<file path="src/rtl/approx_rca_pkg.sv">
`timescale 1ns/1ps
package approx_rca_pkg;

  // Logic function of an approximate cell.
  typedef enum logic [1:0] {
    CELL_XNOR_GATED = 2'd1,  // sum = cin & ~(a ^ b)
    CELL_XOR_BLOCKED = 2'd2  // sum = ~cin & (a ^ b)
  } cellKind_e;

  // Variant 3 differs only in drive strength, so it uses the variant 2 function.
  function automatic cellKind_e resolveKind(input int variantSel);
    return (variantSel == 1) ? CELL_XNOR_GATED : CELL_XOR_BLOCKED;
  endfunction

endpackage

</file>
<file path="src/rtl/exact_fa_cell.sv">
`timescale 1ns/1ps
module exact_fa_cell (
  input  logic aI,
  input  logic bI,
  input  logic cI,
  output logic sumO,
  output logic coutO
);
  logic halfSum;

  always_comb begin
    halfSum = aI ^ bI;
    sumO    = halfSum ^ cI;
    coutO   = (aI & bI) | (cI & halfSum);
  end
endmodule

</file>
<file path="src/rtl/approx_fa_cell.sv">
`timescale 1ns/1ps
module approx_fa_cell
  import approx_rca_pkg::*;
#(
  parameter cellKind_e KIND = CELL_XNOR_GATED
) (
  input  logic aI,
  input  logic bI,
  input  logic cI,
  output logic sumO,
  output logic coutO
);
  // The carry comes from the A operand alone.
  assign coutO = aI;

  generate
    if (KIND == CELL_XNOR_GATED) begin : g_xnor
      assign sumO = cI & ~(aI ^ bI);
      always_comb begin
        if (!cI) begin
          p_sum_zero_no_cin_r2 : assert (sumO == 1'b0)
            else $error("R2: sum must be 0 when carry-in is 0");
        end
      end
    end else begin : g_xor
      assign sumO = ~cI & (aI ^ bI);
      always_comb begin
        if (cI) begin
          p_sum_zero_with_cin_r3 : assert (sumO == 1'b0)
            else $error("R3: sum must be 0 when carry-in is 1");
        end
      end
    end
  endgenerate
endmodule

</file>
<file path="src/rtl/approx_rca_chain.sv">
`timescale 1ns/1ps
module approx_rca_chain
  import approx_rca_pkg::*;
#(
  parameter int unsigned WIDTH       = 8,
  parameter int unsigned APPROX_BITS = 4,
  parameter cellKind_e   KIND        = CELL_XNOR_GATED
) (
  input  logic [WIDTH-1:0] opA,
  input  logic [WIDTH-1:0] opB,
  input  logic             carryIn,
  output logic [WIDTH-1:0] sumVec,
  output logic             carryTop
);
  localparam int unsigned EXACT_W = WIDTH - APPROX_BITS;

  logic [WIDTH:0] carryChain;

  assign carryChain[0] = carryIn;
  assign carryTop      = carryChain[WIDTH];

  generate
    for (genvar i = 0; i < WIDTH; i++) begin : g_bit
      if (i < APPROX_BITS) begin : g_approx
        approx_fa_cell #(.KIND(KIND)) cell_i (
          .aI   (opA[i]),
          .bI   (opB[i]),
          .cI   (carryChain[i]),
          .sumO (sumVec[i]),
          .coutO(carryChain[i+1])
        );
        always_comb begin
          p_carry_from_a_r1 : assert (carryChain[i+1] == opA[i])
            else $error("R1: approximate carry must follow operand A");
        end
      end else begin : g_exact
        exact_fa_cell cell_i (
          .aI   (opA[i]),
          .bI   (opB[i]),
          .cI   (carryChain[i]),
          .sumO (sumVec[i]),
          .coutO(carryChain[i+1])
        );
      end
    end

    if (EXACT_W > 0) begin : g_upper_check
      logic [EXACT_W:0] upperRef;
      always_comb begin
        upperRef = {1'b0, opA[WIDTH-1:APPROX_BITS]}
                 + {1'b0, opB[WIDTH-1:APPROX_BITS]}
                 + {{EXACT_W{1'b0}}, carryChain[APPROX_BITS]};
        p_upper_exact_r5 : assert ({carryChain[WIDTH], sumVec[WIDTH-1:APPROX_BITS]} == upperRef)
          else $error("R5: exact region disagrees with arithmetic sum");
      end
    end
  endgenerate
endmodule

</file>
<file path="src/rtl/approx_rca.sv">
`timescale 1ns/1ps
module approx_rca
  import approx_rca_pkg::*;
#(
  parameter int unsigned WIDTH        = 8,
  parameter int unsigned APPROX_BITS  = 4,
  parameter int          CELL_VARIANT = 1
) (
  input  logic [WIDTH-1:0] opA,
  input  logic [WIDTH-1:0] opB,
  input  logic             carryIn,
  output logic [WIDTH-1:0] sumOut,
  output logic             carryOut
);
  localparam cellKind_e KIND = resolveKind(CELL_VARIANT);

  // reject illegal configurations at elaboration.
  generate
    if (APPROX_BITS > WIDTH) begin : g_bad_count
      $error("approx_rca: APPROX_BITS exceeds WIDTH");
    end
    if (CELL_VARIANT < 1 || CELL_VARIANT > 3) begin : g_bad_variant
      $error("approx_rca: CELL_VARIANT must be 1, 2 or 3");
    end
  endgenerate

  approx_rca_chain #(
    .WIDTH      (WIDTH),
    .APPROX_BITS(APPROX_BITS),
    .KIND       (KIND)
  ) chain_i (
    .opA     (opA),
    .opB     (opB),
    .carryIn (carryIn),
    .sumVec  (sumOut),
    .carryTop(carryOut)
  );
endmodule

</file>
<file path="config.mk">
export PLATFORM = sky130hd
export DESIGN_NAME = approx_rca
export DESIGN_NICKNAME = d
export VERILOG_FILES = /design/src/rtl/approx_rca_pkg.sv /design/src/rtl/exact_fa_cell.sv /design/src/rtl/approx_fa_cell.sv /design/src/rtl/approx_rca_chain.sv /design/src/rtl/approx_rca.sv
export SDC_FILE = /design/constraint.sdc
export NUM_CORES = 1
export LEC_CHECK = 0
export BUFFER_PORTS_ARGS = -buffer_cell sky130_fd_sc_hd__clkbuf_2
export CAP_MARGIN = 10
export CORE_AREA = 2 2 39 41
export DETAILED_ROUTE_END_ITERATION = 8
export DIE_AREA = 0 0 41 43
export GPL_ROUTABILITY_DRIVEN = 1
export GPL_TIMING_DRIVEN = 0
export PLACE_DENSITY = 0.57
export SETUP_SLACK_MARGIN = 0.05
export SYNTH_ARGS = -nofsm -noshare
export SYNTH_HDL_FRONTEND = slang
export SYNTH_SLANG_ARGS = --single-unit
</file>
<file path="constraint.sdc">
create_clock -name vclk -period 2.1
set_input_delay 0.105 -clock vclk [all_inputs]
set_output_delay 0.105 -clock vclk [all_outputs]
set_load 0.02 [all_outputs]
</file>
==> impl_metrics.yaml, run 1 <==
outcome:
  status: "finished clean"
critical_path:
  cp.required_ns: 2.00
  crit_path_end_kind: "primary output"
  cp_common_cell: "inv_2"
  cp-start-kind: "primary input"
  arrival_ns: 1.85
  cp_num_cells: 10
  timing.critical_path.buf_inv: 6
  cp_top_family: "adder cells"
  critPathMaxFanout: 1
  worst_path_largest_cell_delay_ns: 0.42
  critical_path.slowest_cell: "fa_1"
  crit_chain: "clkbuf_2 -> inv_2 -> fa_2 -> inv_2 -> fa_2 -> fa_2 -> inv_2 -> fa_1 -> inv_2 -> buf_8"
  critical_path_class: "primary input to primary output"
floorplanning:
  rows: 14
  die_x_microns: 41
  coreArea_sq_mm: 0.00138
  die_y_microns: 43
  ioPinCount: 26
  initial_core_util_pct: 17.2
  floorplan.die_area_sq_mm: 0.00176
sta:
  grt_setup_unrepaired: "false"
  worst_slew_pin_slew_ns: 0.127
  max_freq_mhz: 512
  final_hold_viol_count: 0
  slew_viol_final: 0
  fin_crit_sh_pct: 93.0
  setup_viol: 0
  maxSlewHeadroom_pct: 91.5
  min_period_ns: 1.95
global_routing:
  grt_pass1_wl_microns: 593
  globalRouteMet1Util_pct: 4.87
  busiest_layer: "met2"
  antenna_found_initial: 0
  grt_overflow_total: 0
  gr-usage-met2_pct: 9.06
  grt_max_degree: 3
  grt_util_met3_pct: 0
  track_usage_pct: 4.43
  grt_pass1_vias: 192
power_and_ir_drop:
  switching_share_pct: 47.8
  clkPwrFrac_pct: 0
  p_per_area_mw_per_mm2: 339
  intPower_uw: 71.5
  pwr-share-comb_pct: 100.0
  p_seq_share_pct: 0
  ir_drop_uv: 129
  p_leak_nw: 0.242
  p_switching_uw: 65.5
clock_tree:
  cts_setup_buffers: 0
  cts-hold-fix-buffers: 0
routing:
  vias: 242
  wl_microns: 478
  routedWlPerCell_microns: 6.73
  drtAntennaViolNets: 0
  drc_errors: 0
  drt-initial-drc-count: 0
  first_pass_iters: 1
  via_per_inst: 3.41
synthesis:
  yosys_warnings: 0
  yosys-top-cells-area: "fa_1, buf_4, inv_1"
  syn_area_per_cell_sq_um: 7.92
  yosysTopAreaCellShare_pct: 33.7
  syn-instance-count: 30
  syn_area_sq_um: 238
  synth_top_area_cell: "fa_1"
  synth_cell_types: 5
  synth_fp_nets: 51
  yosysSeqAreaShare_pct: 0
layout:
  diodes: 0
  clock_buffers: 0
  flops_and_latches: 0
  area_delta_synth_final_pct: 70.0
  drive_above_1_share_pct: 76.4
  layout_commonest_cell: "clkbuf_2"
  postLayoutCoreUtil_pct: 29.2
  nNetsFinal: 78
  postLayoutCellArea_sq_um: 404
  layout_common_cells: "clkbuf_2, buf_4, inv_2"
  seqCellArea_sq_um: 0
placed_design:
  hpwl_microns: 450
  gp_congestion: 0.607
  port-buffer-count: 26
  placed_area_sq_um: 388
min_path:
  worstHoldPathCells: 4
  hold_class: "primary input to primary output"
run:
  maxCapViolations: 0
-- cell families (layout without fill, tap and decap cells) --
family | Yosys count | after routing | synth area share (%)
buffers and inverters | 18 | 43 | 41.1
xor gates and xnor gates | 4 | 4 | 14.7
and+or+nand+nor | 4 | 4 | 10.5
adders and majority gates | 4 | 4 | 33.7
-- power by group through the flow --
stage	registers [mW]	logic, mW	clock network (mW)
3_3_place_gp	0	0.126	0
3_5_place_dp	0	0.128	0
5_1_grt	0	0.153	0
6_report	0	0.137	0
2_1_floorplan	0	0.0858	0
4_1_cts	0	0.136	0
-- layout make-up --
| cell class | instances | area (sq um) |
|---|---|---|
| Buffer | 7 | 52.6 |
| Multi-Input combinational cell | 12 | 148 |
| Inverter | 10 | 37.5 |
| Tap cell | 16 | 20.0 |
| Timing Repair Buffer | 26 | 146 |
| Fill cell | 149 | 980 |
-- per-stage QoR --
step	cells	hold WS, ns	power, mW	worst slack (ns)	setup TNS (ns)
after global routing	71	0.676	0.153	0.0538	0
after floorplan	30	0.432	0.0858	0.267	0
after global placement	72	0.628	0.126	-0.00886	-0.00886
after CTS	72	0.633	0.136	0.0518	0
after detailed placement	72	0.629	0.128	-0.0352	-0.0352
final	71	0.629	0.137	0.148	0
-- synthesized netlist by cell type --
cell type and instances:
and2_1 4, buf_4 8, fa_1 4, inv_1 10, xnor2_1 4
-- path summary, 6_finish.rpt --
check  slack [ns]   endpoint  startpoint
max          0.15  sumOut[7]      opB[4]
min          0.63  sumOut[0]     carryIn
-- routing by layer --
metal	share of wire (%)	wire length, microns	vias up
li1	-	-	123
met1	37	176	93
met2	41	197	26
met3	22	105	0
met4	0	0	0
met5	0	0	-
-- timing repair --
action                     4_1_cts  5_1_grt
pin swaps                        0        4
hold endpoints to repair         0        0
gates resized for setup          4       11
setup endpoints to repair        1        1
cloned                           0        0
No activity file was read; power rests on OpenSTA's default activity.
==> inputs of run 2 (changes only) <==
--- a/config.mk
+++ b/config.mk
@@ -13,5 +13,5 @@
 export GPL_ROUTABILITY_DRIVEN = 1
 export GPL_TIMING_DRIVEN = 0
-export PLACE_DENSITY = 0.57
+export PLACE_DENSITY = 0.53
 export SETUP_SLACK_MARGIN = 0.05
 export SYNTH_ARGS = -nofsm -noshare
==> constraint.sdc (replaced) <==
create_clock -name vclk -period 2.1
set_input_delay 0.105 -clock vclk [all_inputs]
set_output_delay 0.105 -clock vclk [all_outputs]
set_load 0.005 [all_outputs]
==> run 2 against run 1 <==
- core utilization fell by 0.99 points
- combinational power fell by 28%
- setup slack improved by 0.017 ns
- die area did not move
- total power fell by 28%
- first-iteration DRC count did not move
- clock-buffer cell count did not move
- flip-flop and latch count did not move
- non-clock buffer count did not move
- cell count did not move
- routed wire length fell by 20%
==> impl_metrics.yaml, run 2 (synthesis gave the netlist of run 1 again) <==
outcome:
  status: "finished clean"
power_and_ir_drop:
  pwr-share-comb_pct: 100.0
  total_power_uw: 98.8
  p_switching_uw: 36.2
  clkPwrFrac_pct: 0
  ir_drop_uv: 90.3
  p_seq_share_pct: 0
  p_leak_nw: 0.238
  intPower_uw: 62.6
  p_per_area_mw_per_mm2: 253
  switching_share_pct: 36.6
clock_tree:
  cts-hold-fix-buffers: 0
  cts_setup_buffers: 0
layout:
  fillers: 162
  layout_commonest_cell: "clkbuf_2"
  diodes: 0
  nNetsFinal: 78
  layout_common_cells: "clkbuf_2, buf_4, inv_1, inv_2"
  area_delta_synth_final_pct: 64.2
  drive_above_1_share_pct: 74.5
  seqCellArea_sq_um: 0
  clock_buffers: 0
  flops_and_latches: 0
  postLayoutCellArea_sq_um: 390
floorplanning:
  initial_core_util_pct: 17.2
  rows: 14
  floorplan.die_area_sq_mm: 0.00176
  die_x_microns: 41
  coreArea_sq_mm: 0.00138
  die_y_microns: 43
  ioPinCount: 26
critical_path:
  crit_chain: "buf_4 -> inv_2 -> fa_2 -> inv_2 -> fa_2 -> fa_2 -> inv_2 -> fa_1 -> inv_1 -> clkbuf_2"
  critPathMaxFanout: 2
  arrival_ns: 1.83
  timing.critical_path.buf_inv: 6
  critical_path_class: "primary input to primary output"
  cp_top_family: "adder cells"
  cp.required_ns: 2.00
  worst_path_largest_cell_delay_ns: 0.40
  critical_path.slowest_cell: "fa_1"
  cp-start-kind: "primary input"
  crit_path_end_kind: "primary output"
sta:
  slew_viol_final: 0
  min_period_ns: 1.94
  fin_tns_setup_ns: 0
  grt_setup_unrepaired: "false"
  max_freq_mhz: 517
  setup_viol: 0
  maxSlewHeadroom_pct: 92.8
  fin_crit_sh_pct: 92.1
  worst_slew_pin_slew_ns: 0.108
  final_hold_viol_count: 0
global_routing:
  track_usage_pct: 3.72
  antenna_found_initial: 0
  grt_pass1_vias: 164
  grt_max_degree: 3
  grt_pass1_wl_microns: 510
  grt_overflow_total: 0
routing:
  wl_microns: 381
  drc_errors: 0
  via_per_inst: 3.17
  vias: 225
  routedWlPerCell_microns: 5.37
  drtAntennaViolNets: 0
  first_pass_iters: 1
  drt-initial-drc-count: 0
run:
  maxCapViolations: 0
placed_design:
  placed_area_sq_um: 388
  port-buffer-count: 26
  gp_congestion: 0.634
  hpwl_microns: 394
min_path:
  holdPathEnd: "sumOut[0]"
  hold_class: "primary input to primary output"
  worstHoldPathCells: 4
  hp-start: "carryIn"
-- run 2: cell count changes in the layout (fill, tap and decap cells not counted), sizes merged --
cell / before / now
clkbuf: 24 / 25
buf: 9 / 8
-- run 2: worst max-delay path by stage --
stage | startpoint | endpoint | slack, ns | cells after the start
6_report | opA[3] | sumOut[7] | 0.16 | 10
3_5_place_dp | opA[3] | sumOut[7] | 0.02 | 11
2_1_floorplan | opA[3] | sumOut[7] | 0.30 | 9
5_1_grt | opA[3] | sumOut[7] | 0.08 | 10
4_1_cts | opA[3] | sumOut[7] | 0.06 | 11
3_3_place_gp | opA[3] | sumOut[7] | 0.04 | 11
-- run 2: final cells by class --
cell class,count,area [sq um],share of cell area [%]
Buffer,7,52.6,13.5
Inverter,10,37.5,9.62
Multi-Input combinational cell,12,148,37.8
Tap cell,16,20.0,5.13
Timing Repair Buffer,26,133,34.0
-- run 2: routing by layer --
layer / track usage, % / wire length [microns] / up-vias
met5: 0 / 0 / -
li1: - / - / 122
met2: 8.13 / 166 / 21
met1: 3.55 / 137 / 82
met3: 0 / 77 / 0
met4: 0 / 0 / 0
-- run 2: what timing repair did --
item | 4_1_cts | 5_1_grt
setup endpoints to repair | 1 | 1
gates resized for setup | 1 | 9
pin swaps | 0 | 4
-- run 2: power groups by stage --
stage / logic [mW] / clock network, mW / registers (mW)
floorplan: 0.0587 / 0 / 0
global placement: 0.100 / 0 / 0
detailed placement: 0.102 / 0 / 0
CTS: 0.103 / 0 / 0
global route: 0.114 / 0 / 0
finish: 0.0988 / 0 / 0
-- run 2: metrics by stage --
stage	hold slack [ns]	worst slack [ns]	instances	utilization [%]
after detailed placement	0.566	0.0198	72	28.0
after global placement	0.567	0.0383	72	28.0
after floorplan	0.400	0.299	30	-
after CTS	0.566	0.0588	72	28.2
after global routing	0.600	0.0818	71	28.2
final	0.563	0.165	71	28.2
